===== config.mk =====
export PLATFORM = sky130hd
export DESIGN_NAME = clk_rate_scaler
export DESIGN_NICKNAME = d
export VERILOG_FILES = /design/src/rtl/crs_pkg.sv /design/src/rtl/crs_regs.sv /design/src/rtl/crs_kick.sv /design/src/rtl/crs_swallow.sv /design/src/rtl/clk_rate_scaler.sv
export SDC_FILE = /design/constraint.sdc
export NUM_CORES = 1
export LEC_CHECK = 0
export BUFFER_PORTS_ARGS = -buffer_cell sky130_fd_sc_hd__buf_2
export CORE_ASPECT_RATIO = 0.8
export CORE_MARGIN = 4
export CORE_UTILIZATION = 50
export DETAILED_ROUTE_END_ITERATION = 12
export HOLD_SLACK_MARGIN = 0.03
export PLACE_DENSITY = 0.84
export RECOVER_POWER = 50
export SETUP_SLACK_MARGIN = 0.2
export SLEW_MARGIN = 20
export SYNTH_ARGS = -nofsm -noshare
export SYNTH_HDL_FRONTEND = slang
export SYNTH_SLANG_ARGS = --single-unit

===== constraint.sdc =====
create_clock -name clk -period 1.9 [get_ports clk]
set_clock_uncertainty 0.1 [all_clocks]
set_input_delay 0.095 -clock clk [delete_from_list [all_inputs] [get_ports clk]]
set_output_delay 0.095 -clock clk [all_outputs]
set_load 0.02 [all_outputs]

===== src/rtl/crs_pkg.sv =====
// Package: shared constants of the clock-rate scaler.
// Assumes byte addressing and a 32-bit register port.
package crs_pkg;
    localparam int          CRS_CODE_W   = 5;
    localparam int          CRS_ADDR_W   = 12;
    localparam int          CRS_DATA_W   = 32;
    localparam logic [11:0] CRS_FREQ_OFS = 12'h0E0;
    localparam logic [11:0] CRS_KICK_OFS = 12'h004;
    localparam int          CRS_CODE_LSB = 8;
endpackage


===== src/rtl/crs_regs.sv =====
// crs_regs: register port of the scaler.
// It holds the shadow code and the spare kick-register bits, builds the read data,
// and raises a one-cycle kick request when software sets the kick bit while idle.
// Assumes single-cycle writes and combinational reads.
module crs_regs
    import crs_pkg::*;
#(
    parameter int ADDR_W   = CRS_ADDR_W,
    parameter int DATA_W   = CRS_DATA_W,
    parameter int CODE_W   = CRS_CODE_W,
    parameter int CODE_LSB = CRS_CODE_LSB
) (
    input  logic              clk,
    input  logic              rst_n,
    input  logic              wr,
    input  logic [ADDR_W-1:0] addr,
    input  logic [DATA_W-1:0] wdata,
    input  logic              busy,
    output logic [CODE_W-1:0] pend_code,
    output logic              kick_req,
    output logic [DATA_W-1:0] rdata
);
    localparam int FLAG_BIT = DATA_W - 1;

    logic              hit_freq;
    logic              hit_kick;
    logic [DATA_W-2:0] spare_q;

    // Decode the two register addresses.
    assign hit_freq = (addr == ADDR_W'(CRS_FREQ_OFS));
    assign hit_kick = (addr == ADDR_W'(CRS_KICK_OFS));

    // A kick is accepted only while no earlier kick is still pending.
    assign kick_req = wr && hit_kick && wdata[FLAG_BIT] && !busy;

    // Store the shadow code and the plain bits of the kick register.
    always_ff @(posedge clk) begin
        if (!rst_n) begin
            pend_code <= '0;
            spare_q   <= '0;
        end else if (wr) begin
            if (hit_freq) pend_code <= wdata[CODE_LSB +: CODE_W];
            if (hit_kick) spare_q   <= wdata[DATA_W-2:0];
        end
    end

    // Build the read data from the addressed register.
    always_comb begin
        rdata = '0;
        if (hit_freq)      rdata[CODE_LSB +: CODE_W] = pend_code;
        else if (hit_kick) rdata = {busy, spare_q};
    end
endmodule


===== src/rtl/crs_kick.sv =====
// crs_kick: commit handshake of the scaler.
// It sets the busy flag on a kick request and copies the shadow code into the live
// code at a frame end. The flag clears one cycle after that frame end.
// Assumes kick_req never arrives while busy is set.
module crs_kick #(
    parameter int CODE_W = 5
) (
    input  logic              clk,
    input  logic              rst_n,
    input  logic              kick_req,
    input  logic              frame_end,
    input  logic [CODE_W-1:0] pend_code,
    output logic              busy,
    output logic [CODE_W-1:0] live_code
);
    logic commit;
    logic done_q;

    // A pending kick commits in the last cycle of a frame.
    assign commit = busy && frame_end;

    // Track the flag, the live code and the one-cycle delay before clearing.
    always_ff @(posedge clk) begin
        if (!rst_n) begin
            busy      <= 1'b0;
            done_q    <= 1'b0;
            live_code <= '0;
        end else begin
            done_q <= commit;
            if (commit)        live_code <= pend_code;
            if (kick_req)      busy <= 1'b1;
            else if (done_q)   busy <= 1'b0;
        end
    end
endmodule


===== src/rtl/crs_swallow.sv =====
// crs_swallow: the cycle-swallowing enable generator.
// A phase counter splits time into frames of 2**CODE_W cycles. An accumulator
// adds (frame - code) every cycle, and each carry out marks an enabled cycle.
// Assumes code changes only at a frame end; the accumulator is zero at every
// frame start.
module crs_swallow #(
    parameter int CODE_W = 5
) (
    input  logic              clk,
    input  logic              rst_n,
    input  logic [CODE_W-1:0] live_code,
    output logic              clk_en,
    output logic              frame_end,
    output logic [CODE_W-1:0] phase,
    output logic [CODE_W-1:0] acc
);
    localparam int FRAME = 1 << CODE_W;

    logic [CODE_W:0] mult;
    logic [CODE_W:0] sum;

    // Number of enabled cycles per frame, from 1 up to FRAME.
    assign mult      = (CODE_W+1)'(FRAME) - {1'b0, live_code};
    assign sum       = {1'b0, acc} + mult;
    assign clk_en    = sum[CODE_W];
    assign frame_end = (phase == {CODE_W{1'b1}});

    // Advance the frame phase and the remainder of the accumulator.
    always_ff @(posedge clk) begin
        if (!rst_n) begin
            phase <= '0;
            acc   <= '0;
        end else begin
            phase <= phase + 1'b1;
            acc   <= sum[CODE_W-1:0];
        end
    end
endmodule


===== src/rtl/clk_rate_scaler.sv =====
// clk_rate_scaler: top level of the fractional clock-rate scaler.
// It ties together the register port, the commit handshake and the enable generator.
// Assumes every input is synchronous to clk.
module clk_rate_scaler
    import crs_pkg::*;
#(
    parameter int ADDR_W = CRS_ADDR_W,
    parameter int DATA_W = CRS_DATA_W,
    parameter int CODE_W = CRS_CODE_W
) (
    input  logic              clk,
    input  logic              rst_n,
    input  logic              reg_wr,
    input  logic [ADDR_W-1:0] reg_addr,
    input  logic [DATA_W-1:0] reg_wdata,
    output logic [DATA_W-1:0] reg_rdata,
    output logic              clk_en
);
    logic [CODE_W-1:0] pend_code;
    logic [CODE_W-1:0] live_code;
    logic [CODE_W-1:0] phase;
    logic [CODE_W-1:0] acc;
    logic              kick_req;
    logic              busy;
    logic              frame_end;

    crs_regs #(
        .ADDR_W(ADDR_W), .DATA_W(DATA_W), .CODE_W(CODE_W), .CODE_LSB(CRS_CODE_LSB)
    ) u_regs (
        .clk(clk), .rst_n(rst_n), .wr(reg_wr), .addr(reg_addr), .wdata(reg_wdata),
        .busy(busy), .pend_code(pend_code), .kick_req(kick_req), .rdata(reg_rdata)
    );

    crs_kick #(.CODE_W(CODE_W)) u_kick (
        .clk(clk), .rst_n(rst_n), .kick_req(kick_req), .frame_end(frame_end),
        .pend_code(pend_code), .busy(busy), .live_code(live_code)
    );

    crs_swallow #(.CODE_W(CODE_W)) u_swallow (
        .clk(clk), .rst_n(rst_n), .live_code(live_code), .clk_en(clk_en),
        .frame_end(frame_end), .phase(phase), .acc(acc)
    );
endmodule


Word-level counts from Yosys, hierarchy flattened
Cells that the tools add are included.

Word-level logic and storage cells: 27. Register bits: 53. Input port bits: 47.

Mux-type cells: 6. Reductions and logical operators: 8. Equality and inequality tests: 3. Add/subtract/negate cells: 3.

Operator list (number): $mux 32 (1); $mux 19 (1); $eq 12x3->1 const B (1); $eq 12x8->1 const B (1); $mux 8 (1); $add 5x6->6 (1); $sub 6x5->6 const A (1); $add 5x1->5 const B (1); $eq 5x5->1 const B (1); $mux 5 (1); $logic_and 1x1->1 (4); $reduce_and 2->1 (2); $mux 1 (2); $reduce_bool 2->1 (1); $logic_not 1->1 (1).

Logic depth before layout (Yosys ltp)
Gate-level depths: netlist (run 1).

Depth in word-level cells: 5. Mapped depth: 7. Depth with buffers taken out: 7.

Hierarchy
Synthesis (run 1) repeated with hierarchy kept, for this count alone.

Cell total of the unflattened synthesis: 282. Area, all modules: 2553.7 sq um.

Modules (own cells, without submodules): crs_regs (times used 1, cells an instance 202, area each 1778.0 sq um); crs_swallow (times used 1, cells an instance 53, area each 504.2 sq um); crs_kick (times used 1, cells an instance 27, area each 271.5 sq um).

Worst setup path after synthesis (run 1)
OpenSTA, ideal clock, no wires.

Path kind: input port to output port. From: input port reg_addr[1]. To: output port reg_rdata[13]. Arrival time: 1.446 ns. Path slack: 0.259 ns. Required time: 1.705 ns. Cell stages on the path: 4. Path buffers: 1. Cells stage by stage: or4_1 > nor3_4 > clkbuf_1 > and2_1.

Longest elaborated chain between the ends: 3. Elaborated cells between the ends (all ways): 4. Classes of those cells: 2 x eq/ne; 2 x mux.

RTL lines: from (decl) (line clk_rate_scaler.sv:14) `input logic [ADDR_W-1:0] reg_addr,`; $eq 12x3->1 (line crs_regs.sv:31) `assign hit_kick = (addr == ADDR_W'(CRS_KICK_OFS));`; $mux 32 (line crs_regs.sv:51) `else if (hit_kick) rdata = {busy, spare_q};`; $mux 19 (*) (line crs_regs.sv:50) `if (hit_freq) rdata[CODE_LSB +: CODE_W] = pend_code;`; to (decl) (line clk_rate_scaler.sv:16) `output logic [DATA_W-1:0] reg_rdata,`.

Every way passes the cells marked *; elsewhere a longest branch is shown, timed or not.

Final worst setup path (run 1)
From: input port reg_addr[9]. To: register u_regs.spare_q[1].

Longest elaborated chain between the ends: 2.

RTL lines: $eq 12x3->1 (line crs_regs.sv:31); $reduce_and 2->1 (no source line); to (signal assigned) (line crs_regs.sv:43) `if (hit_kick) spare_q <= wdata[DATA_W-2:0];`; to (decl) (line crs_regs.sv:27) `logic [DATA_W-2:0] spare_q;`.

Every way passes these cells. A chain may end at the register's enable or synchronous reset.

==> summary.md, run 1 <==
| Metric | Value |
|---|---|
| Headroom to the max-slew limit | `69.7%` |
| DR iter-0 viols | `99` |
| Final Critical Period | `1.88 ns` |
| Top_reg_cell synth | `dfxtp_1` |
| F_max | `532 MHz` |
| TritonRoute pass-1 iters | `5` |
| DRT Wirelength | `6850 microns` |
| Synth-to-Final Area Change | `51.4%` |
| # H-tree levels | `2` |
| Post-route setup slack | `0.0196 ns` |
| Place WS | `0.135 ns` |
| Seq/Total Area, Yosys | `42.7%` |
| ANT cells | `0` |
| Most frequent cell after synthesis | `nand2_1` |
| Post-route antenna net violation count | `0` |
| GRT Total Usage | `19.9%` |
| Row count | `22` |
| Initial antenna violation count | `0` |
| GRT overflow | `0` |
| Largest net degree at the start of global routing | `50` |
| Avg WL per Cell | `15.0 microns` |
| Power, Total | `2090 uW` |
| Ratio of total power to cell area | `554 nW/um^2` |
| Required @ worst endpoint | `2.02 ns` |
| Top-Level Pins | `80` |
| P_leak | `0.00185 uW` |
| Syn Area/Cell | `8.87 sq um` |
| Hold WC Path Type | `in2reg` |
| Starting Density | `52.8%` |
| Synthesis Warnings | `0` |
| Most area-hungry cell type in the Yosys netlist | `dfxtp_1` |
| CTS tree | `built` |
| Count of state elements after synthesis | `53` |
| Vias in the first global route | `2303` |
| Final Max Slew Viols | `0` |
| GPL Wtd Cong | `0.750` |
| Reg2reg start | `u_kick.live_code[0]` |
| Max cap viols | `0` |
| Area share of the largest cell type after synthesis | `42.7%` |
| Status | `completed` |
| Clock Root Buffer | `clkbuf_8` |
| Layout cell share with drive strength beyond 1 | `35.4%` |
| Mapped Cells | `280` |
| Worst EP arrival | `2.00 ns` |
| Start point of the worst hold path | `rst_n` |
| Die H | `71.1 microns` |
| DR vias/cell | `5.16` |
| Post-Syn Nets | `335` |
| CTS clk-pin slew, worst paths | `0.10 ns` |
| Final hold vios | `0` |
| Crit path launch | `reg_addr[9]` |
| Unrepaired setup endpoints after global routing | `true` |
| Post-synth EDFFs | `0` |
| Clock Sinks | `53` |
| Post-synth top cells | `nand2_1 (73), dfxtp_1 (53), mux2i_1 (36)` |
| Vias after detailed routing | `2355` |
| PortBufs | `79` |
| Synth unique cells | `35` |
| Num CTS Buffers | `5` |
| First-pass GRT wire length | `10100 microns` |
| Setup TNS | `0 ns` |
| Synth area leaders | `dfxtp_1 (43%), mux2i_1 (15%), nand2_1 (11%)` |
| Die X | `86.8 microns` |
| CTS Buffer Depth | `2` |
| WS Path Type | `in2reg` |
| Crit-path max FO | `25` |
| Final setup viols | `0` |
| Setup crit end kind | `flop` |
| CP startpoint kind | `input port` |
| Final worst path period share | `99.0%` |
| Mapped Area | `2480 sq um` |
| Clock latency on the worst-skew pair | `0.30 ns` |
| DRC Markers | `0` |
| DP HPWL | `3860 microns` |
| Die area | `6170 sq um` |
| Core region area | `4710 sq um` |
| Synth async-reset ratio | `0%` |
| Final #Nets | `450` |
| Max rail drop VDD | `509 uV` |
| Least-Margin Pin Slew | `0.455 ns` |
==> stage by stage <==
stage	utilization [%]	hold slack [ns]	cells	instance area, sq um
after floorplan	-	0.134	280	2480
after global placement	62.7	0.239	410	2950
after detailed placement	62.7	0.245	410	2950
after CTS	73.2	0.179	452	3450
after global routing	79.9	0.211	456	3760
final	79.9	0.226	456	3760
==> area by class of cell <==
type | instances | area (sq um)
Clock inverter | 2 | 37.5
Fill cell | 268 | 945
Clock buffer | 6 | 82.6
Multi-Input combinational cell | 205 | 1440
Timing Repair Buffer | 124 | 1040
Sequential cell | 53 | 1060
Inverter | 6 | 22.5
Tap cell | 60 | 75.1
==> worst paths after layout <==
path,endpoint,slack [ns],cells past startpoint
hold reg to reg,u_regs.spare_q[30],0.37,2
setup reg to reg,u_swallow.acc[4],0.19,6
setup / recovery,u_regs.spare_q[1],0.02,8
hold / removal,u_regs.spare_q[5],0.23,4
==> cells in the final DEF (no fill, tap or decap), types with 2 or more instances in the layout <==
master,synthesis,final
o21ai_0,4,3
ha_1,7,4
inv_1,6,5
buf_2,0,49
and2_0,0,2
and3_1,2,2
and2_1,31,2
buf_6,3,33
dfxtp_1,53,51
nand3_1,7,7
a21boi_0,5,5
mux2i_1,36,36
ha_4,0,3
nand3b_1,2,2
clkbuf_8,0,6
buf_4,0,6
and2_4,0,27
dlygate4sd3_1,0,32
nand2_1,73,74
a22oi_1,5,5
nor2_1,7,7
nor2b_1,6,4
nor3_4,1,2
dfxtp_2,0,2
==> kinds of logic after synthesis <==
logic type               Yosys count  synth area share (%)
AO/OA/AOI/OAI                     19                  5.14
XOR/XNOR                           2                 0.705
adder cells (fa/ha/maj)            8                  4.33
buffers and inverters             22                  4.23
flip-flops                        53                  42.7
multiplexers                      36                  14.5
AND/OR/NAND/NOR                  140                  28.4
==> routing by layer <==
metal / part of all wire (%) / GRT usage, % / routed length, microns / vias to the layer above
met3: 6.2 / 5.24 / 422 / 12
met5: 0 / 0 / 0 / -
met2: 51 / 33.9 / 3480 / 84
met1: 41 / 24.2 / 2810 / 1106
met4: 1.9 / 7.09 / 129 / 0
li1: - / - / - / 1153
==> state kept, by name, indices dropped and copies added (netlist names) <==
register,flops
u_swallow.acc,5
u_kick.busy,1
u_swallow.phase,5
u_kick.live_code,5
u_kick.done_q,1
u_regs.pend_code,5
u_regs.spare_q,31
==> worst max-delay path: stages <==
cell and delay, ns:
buf_6 0.09, or4_1 0.62, nor3_4 0.24, buf_6 0.14, buf_4 0.10, nand2_1 0.06
clkbuf_4 0.33, mux2i_1 0.31
==> power by group <==
group,leakage (uW),internal [uW],switching (uW),total (uW)
Clock,0.0000574,428,364,792
Combinational,0.00136,101,72.7,174
Sequential,0.000428,1120,4.18,1120
Total,0.00185,1640,441,2090
==> what timing repair did <==
item,CTS,global route
buffers inserted,2,2
gates resized for setup,12,91
setup endpoints to repair,28,34
pin swaps,5,13
gates cloned,0,2
hold buffers,32,0
hold endpoints to repair,37,0
No activity file was read; power rests on OpenSTA's default activity.
==> run 2: changes to the inputs <==
--- a/config.mk
+++ b/config.mk
@@ -7,4 +7,5 @@
 export LEC_CHECK = 0
 export BUFFER_PORTS_ARGS = -buffer_cell sky130_fd_sc_hd__buf_2
+export CAP_MARGIN = 20
 export CORE_ASPECT_RATIO = 0.8
 export CORE_MARGIN = 4
@@ -12,5 +13,5 @@
 export DETAILED_ROUTE_END_ITERATION = 12
 export HOLD_SLACK_MARGIN = 0.03
-export PLACE_DENSITY = 0.84
+export PLACE_DENSITY = 0.91
 export RECOVER_POWER = 50
 export SETUP_SLACK_MARGIN = 0.2
==> constraint.sdc (replaced) <==
create_clock -name clk -period 1.9 [get_ports clk]
set_clock_uncertainty 0.1 [all_clocks]
set_input_delay 0.285 -clock clk [delete_from_list [all_inputs] [get_ports clk]]
set_output_delay 0.285 -clock clk [all_outputs]
set_load 0.02 [all_outputs]
==> run 2 against run 1 <==
Net effect: the run now ends with negative setup slack left; combinational power fell by 25%; utilization fell by 2.1 points; via count fell by 5.0%; final area fell by 2.6%; register-to-register slack improved by 0.07 ns; highest routed layer unchanged.
==> summary.md, run 2 (synthesis results as in run 1) <==
| Metric | Value |
|---|---|
| Reg2reg start | `u_swallow.acc[0]` |
| DRT Wirelength | `6570 microns` |
| Required @ worst endpoint | `1.51 ns` |
| Final Cell Area | `3660 sq um` |
| Vias after detailed routing | `2238` |
| Top-Level Pins | `80` |
| Worst EP arrival | `1.70 ns` |
| CTS clk-pin slew, worst paths | `0.11 ns` |
| Storage element area | `1060 sq um` |
| Clock latency on the worst-skew pair | `0.31 ns` |
| Ratio of total power to cell area | `553 nW/um^2` |
| Placed Area | `3100 sq um` |
| Core region area | `4710 sq um` |
| Final setup viols | `33` |
| P_leak | `0.00180 uW` |
| GRT overflow | `0` |
| Least-Margin Pin Slew | `1.48 ns` |
| Die X | `86.8 microns` |
| Failing checks | `negative setup slack` |
| Start point of the worst hold path | `reg_wdata[1]` |
| Clock Sinks | `53` |
| WS Path Type | `in2out` |
| ANT cells | `0` |
| Final worst path period share | `110%` |
| PortBufs | `79` |
| Num CTS Buffers | `5` |
| Initial antenna violation count | `0` |
| Power, Total | `2030 uW` |
| Hold WC Path Type | `in2reg` |
| Place WS | `-0.178 ns` |
| Starting Density | `52.8%` |
| Most frequent cells in the layout | `nand2_1 (73), dfxtp_1 (51), buf_2 (43)` |
| CP startpoint kind | `input port` |
| F_max | `479 MHz` |
| DR iter-0 viols | `98` |
| Vias in the first global route | `2173` |
| Final #Nets | `429` |
| Largest register FFs | `31` |
| Final Critical Period | `2.09 ns` |
| Final Core Density | `77.9%` |
| Max cap viols | `0` |
| Die area | `6170 sq um` |
| Final hold vios | `0` |
| Status | `finished with violations` |
| Max rail drop VDD | `498 uV` |
| DP HPWL | `3920 microns` |
| Largest Register | `u_regs.spare_q` |
| Placed insts | `415` |
| Clock Root Buffer | `clkbuf_8` |
| Post-route setup slack | `-0.187 ns` |
| DRC Markers | `0` |
| Crit-path max FO | `2` |
| Final Max Slew Viols | `0` |
| Unrepaired setup endpoints after global routing | `true` |
| GRT Total Usage | `19.0%` |
| Largest net degree at the start of global routing | `86` |
| Avg WL per Cell | `15.1 microns` |
| CTS Buffer Depth | `2` |
| Layout cell share with drive strength beyond 1 | `42.4%` |
| Row count | `22` |
| Post-route antenna net violation count | `0` |
| Multi-input gate area | `1480 sq um` |
| Headroom to the max-slew limit | `1.60%` |
| Synth-to-Final Area Change | `47.5%` |
| TritonRoute pass-1 iters | `4` |
| Cell Count, Final, Fillers Out | `435` |
| # H-tree levels | `2` |
| CTS tree | `built` |
| DR vias/cell | `5.14` |
| Most common cell after layout, fill and taps aside | `nand2_1` |
| Fillcell total | `289` |
| Crit path launch | `reg_addr[4]` |
| Die H | `71.1 microns` |
| GPL Wtd Cong | `0.706` |
| First-pass GRT wire length | `9470 microns` |
| Setup crit end kind | `primary output` |
-- run 2: cell types whose count changed in the layout (fill, tap and decap cells not counted), sizes merged --
cell | previous run | this run
buf | 89 | 99
clkinv | 0 | 1
dlygate4sd3 | 32 | 0
-- run 2: what timing repair did --
action / CTS / global route
cloned: 0 / 4
endpoints found under the setup margin: 34 / 65
pin swaps: 6 / 9
buffers inserted: 3 / 5
hold buffers: 0 / 0
resized for setup: 73 / 24
-- run 2: where the power goes --
group          switching, uW  internal [uW]  leakage [uW]
combinational           64.8           65.5       0.00132
clock                    384            395     0.0000543
sequential              3.64           1120      0.000428
-- run 2: cell type report --
cell class	instances	share of cell area, %
multi-input combinational	205	40.5
timing repair buffer	103	24.7
clock inverter	3	1.26
inverter	6	0.615
clock buffer	5	1.88
tap	60	2.05
sequential	53	29.0
-- run 2: critical path, stage by stage --
cell and delay (ns):
buf_6 0.09, or4_4 0.55, nor3_4 0.22, buf_6 0.14
buf_6 0.09, buf_6 0.09, and2_4 0.14, buf_6 0.11
-- run 2: metal layers --
metal | global-route usage, % | share of wire [%] | wire, microns
met3 | 3.73 | 4.9 | 322
met4 | 4.15 | 1.3 | 84
met1 | 21.9 | 43 | 2810
met5 | 0 | 0 | 0
met2 | 35.6 | 51 | 3350
-- run 2: worst paths after layout --
path                        end  slack, ns  cells after the start
max               reg_rdata[31]      -0.19                      8
min           u_regs.spare_q[1]       0.11                      3
max reg2reg    u_swallow.acc[4]       0.26                      7
min reg2reg  u_regs.spare_q[17]       0.37                      2
-- run 2: per-stage QoR --
step	setup TNS (ns)	hold WS [ns]
2_1_floorplan	-1.06	0.321
3_3_place_gp	-5.37	0.334
3_5_place_dp	-6.51	0.345
4_1_cts	-3.61	0.104
5_1_grt	-7.13	0.100
6_report	-5.12	0.108
==> run 3: changes to the inputs <==
CORE_UTILIZATION = 51   (was 50)
MAX_ROUTING_LAYER = met4   (was default)
PLACE_DENSITY = 0.92   (was 0.91)
SYNTH_HIERARCHICAL = 1   (was default)
==> run 3 against run 2 <==
Net effect: the flow now finishes without violations; utilization decreased by 4.1 points; total power decreased by 5.6%; first-iteration DRC count increased by 34%; combinational power about the same; fmax increased by 14%; final area decreased by 5.3%; sequential power about the same; cell count decreased by 1.8%; largest cell class unchanged.
==> summary.md, run 3 <==
| Metric | Value |
|---|---|
| Status | `completed` |
| Row count | `22` |
| ANT cells | `0` |
| Required @ worst endpoint | `1.51 ns` |
| Post-Syn Nets | `337` |
| Synth area leaders | `dfxtp_1 (42%), mux2i_1 (14%), nand2_1 (11%)` |
| Count of state elements after synthesis | `53` |
| Mapped Cells | `282` |
| DP HPWL | `4020 microns` |
| Final Max Slew Viols | `0` |
| Die H | `71.3 microns` |
| Storage element area | `1060 sq um` |
| Final Core Density | `73.7%` |
| Most frequent cell after synthesis | `nand2_1` |
| Multi-input gate area | `1520 sq um` |
| CTS tree | `built` |
| Area share of the largest cell type after synthesis | `41.5%` |
| DRC Markers | `0` |
| Top_reg_cell synth | `dfxtp_1` |
| Final worst path period share | `96.6%` |
| Ratio of total power to cell area | `552 nW/um^2` |
| Setup TNS | `0 ns` |
| Max stage delay on crit path | `0.35 ns` |
| Largest Register | `u_regs/spare_q` |
| Final #Nets | `421` |
| Seq/Total Area, Yosys | `41.5%` |
| Reg2reg start | `u_swallow/acc[0]` |
| Worst Hold Depth | `3` |
| Post-synth EDFFs | `0` |
| Max cap viols | `0` |
| Initial antenna violation count | `0` |
| GRT Total Usage | `19.2%` |
| Placed insts | `413` |
| Synth async-reset ratio | `0%` |
| Final setup viols | `0` |
| Starting Density | `54.3%` |
| F_max | `545 MHz` |
| Vias after detailed routing | `2217` |
| CTS Buffer Depth | `2` |
| Place WS | `0.0524 ns` |
| Unrepaired setup endpoints after global routing | `true` |
| Most common cell after layout, fill and taps aside | `nand2_1` |
| Largest delay contributor family on the critical path | `simple AND/OR/NAND/NOR gates` |
| DR vias/cell | `5.19` |
| Setup crit end kind | `primary output` |
| Layout cell share with drive strength beyond 1 | `42.8%` |
| Most area-hungry cell type in the Yosys netlist | `dfxtp_1` |
| TritonRoute pass-1 iters | `4` |
| CP max-delay cell | `and4_4` |
| Mapped Area | `2550 sq um` |
| Cell Count, Final, Fillers Out | `427` |
| Vias in the first global route | `2124` |
| # H-tree levels | `2` |
| Synthesis Warnings | `6` |
| CP Depth | `6` |
| Synth-to-Final Area Change | `35.9%` |
| GPL Wtd Cong | `0.771` |
| Num CTS Buffers | `5` |
| Crit-path max FO | `14` |
| Crit path launch | `reg_addr[11]` |
| Headroom to the max-slew limit | `9.26%` |
| R2r setup slk | `0.25 ns` |
| Die area | `6210 sq um` |
| Final hold vios | `0` |
| Avg WL per Cell | `14.9 microns` |
| Final Critical Period | `1.84 ns` |
| First-pass GRT wire length | `9270 microns` |
| Top-Level Pins | `80` |
| R2R Path End | `u_swallow/acc[4]` |
| CTS clk-pin slew, worst paths | `0.09 ns` |
| DRT Wirelength | `6360 microns` |
| Reg2Reg Depth | `7` |
| GRT overflow | `0` |
| Max rail drop VDD | `353 uV` |
| Clock Sinks | `53` |
| CP startpoint kind | `input port` |
| Core region area | `4710 sq um` |
| Clock latency on the worst-skew pair | `0.31 ns` |
| Critical Path Sink | `reg_rdata[16]` |
| Worst EP arrival | `1.45 ns` |
| Post-synth top cells | `nand2_1 (72), dfxtp_1 (53), mux2i_1 (36)` |
| Critical path buffers and inverters | `3` |
| Post-route setup slack | `0.0639 ns` |
| Hold WC Path Type | `in2reg` |
| WS Path Type | `in2out` |
| Largest register FFs | `31` |
| Critical-path cell list | `buf_2, nor2_1, and4_4, buf_12, and2_2, buf_4` |
| Most frequent cells in the layout | `nand2_1 (72), dfxtp_1 (50), buf_2 (45)` |
| Fillcell total | `303` |
| Synth unique cells | `34` |
| DR iter-0 viols | `131` |
| PortBufs | `79` |
| Clock Root Buffer | `clkbuf_8` |
| Die X | `87.1 microns` |
| Post-route antenna net violation count | `0` |
| P_leak | `0.00173 uW` |
| Largest net degree at the start of global routing | `90` |
| Least-Margin Pin Slew | `1.36 ns` |
| Syn Area/Cell | `9.06 sq um` |
-- run 3: cell count changes in the layout (fill, tap and decap cells not counted), sizes merged, moves of 3 or more --
| cell | change |
|---|---|
| buf | -8 |
| nand4 | +7 |
| a21boi | -5 |
| nor2 | +5 |
| nand2b | +4 |
| nand3 | -4 |
| nor3 | -3 |
-- run 3: what timing repair did --
action | 4_1_cts | 5_1_grt
endpoints found under the setup margin | 33 | 34
pin swaps | 5 | 6
buffers inserted | 2 | 2
cloned | 0 | 2
resized for setup | 16 | 58
hold buffers | 0 | 0
-- run 3: worst min-delay path by stage --
stage	slack, ns	endpoint	startpoint
floorplan	0.31	u_swallow/acc[4]	rst_n
detailed placement	0.34	u_swallow/phase[0]	u_swallow/phase[0]
global placement	0.34	u_swallow/phase[0]	u_swallow/phase[0]
finish	0.11	u_regs/spare_q[4]	reg_wdata[4]
CTS	0.1	u_regs/spare_q[16]	reg_wdata[16]
global route	0.1	u_regs/spare_q[13]	reg_wdata[13]
-- run 3: logic make-up after synthesis --
family	share of synthesized area (%)
compound gates	4.61
xor+xnor	1.03
fa+ha+maj	4.21
buf+inv	4.85
flops	41.5
mux	14.1
simple gates	29.6
-- run 3: area by class of cell --
| cell class | count | area share (%) |
|---|---|---|
| multi-input combinational | 208 | 43.8 |
| sequential | 53 | 30.7 |
| timing repair buffer | 92 | 19.9 |
| clock buffer | 6 | 2.38 |
| tap | 60 | 2.16 |
| inverter | 6 | 0.649 |
| clock inverter | 2 | 0.397 |
-- run 3: layer usage --
layer	routed length [microns]	global-route usage [%]	vias to the layer above
met5	0	-	-
met4	173	8.52	0
met1	2690	22.5	1030
li1	-	-	1099
met2	3140	31.0	70
met3	357	5.06	18
-- run 3: worst reg2reg max path, stage by stage (launching register included) --
cell,delay (ns)
dfxtp_1,0.32
inv_1,0.04
ha_1,0.19
fa_1,0.40
nand2b_4,0.17
a21oi_2,0.13
xor2_1,0.07
and2_1,0.15
-- run 3: where the power goes --
part,total [uW],internal (uW),leakage [uW],switching [uW]
logic,131,63.4,0.00125,68.0
clock network,665,296,0.0000512,369
registers,1120,1120,0.000429,3.43
-- run 3: stage by stage --
stage               hold WS [ns]  instance area, sq um  total power, uW
floorplan                  0.307                  2620             1200
global placement           0.337                  3070             1270
detailed placement         0.342                  3070             1270
CTS                       0.0981                  3250             1920
global route              0.0983                  3470             1990
finish                     0.109                  3470             1910
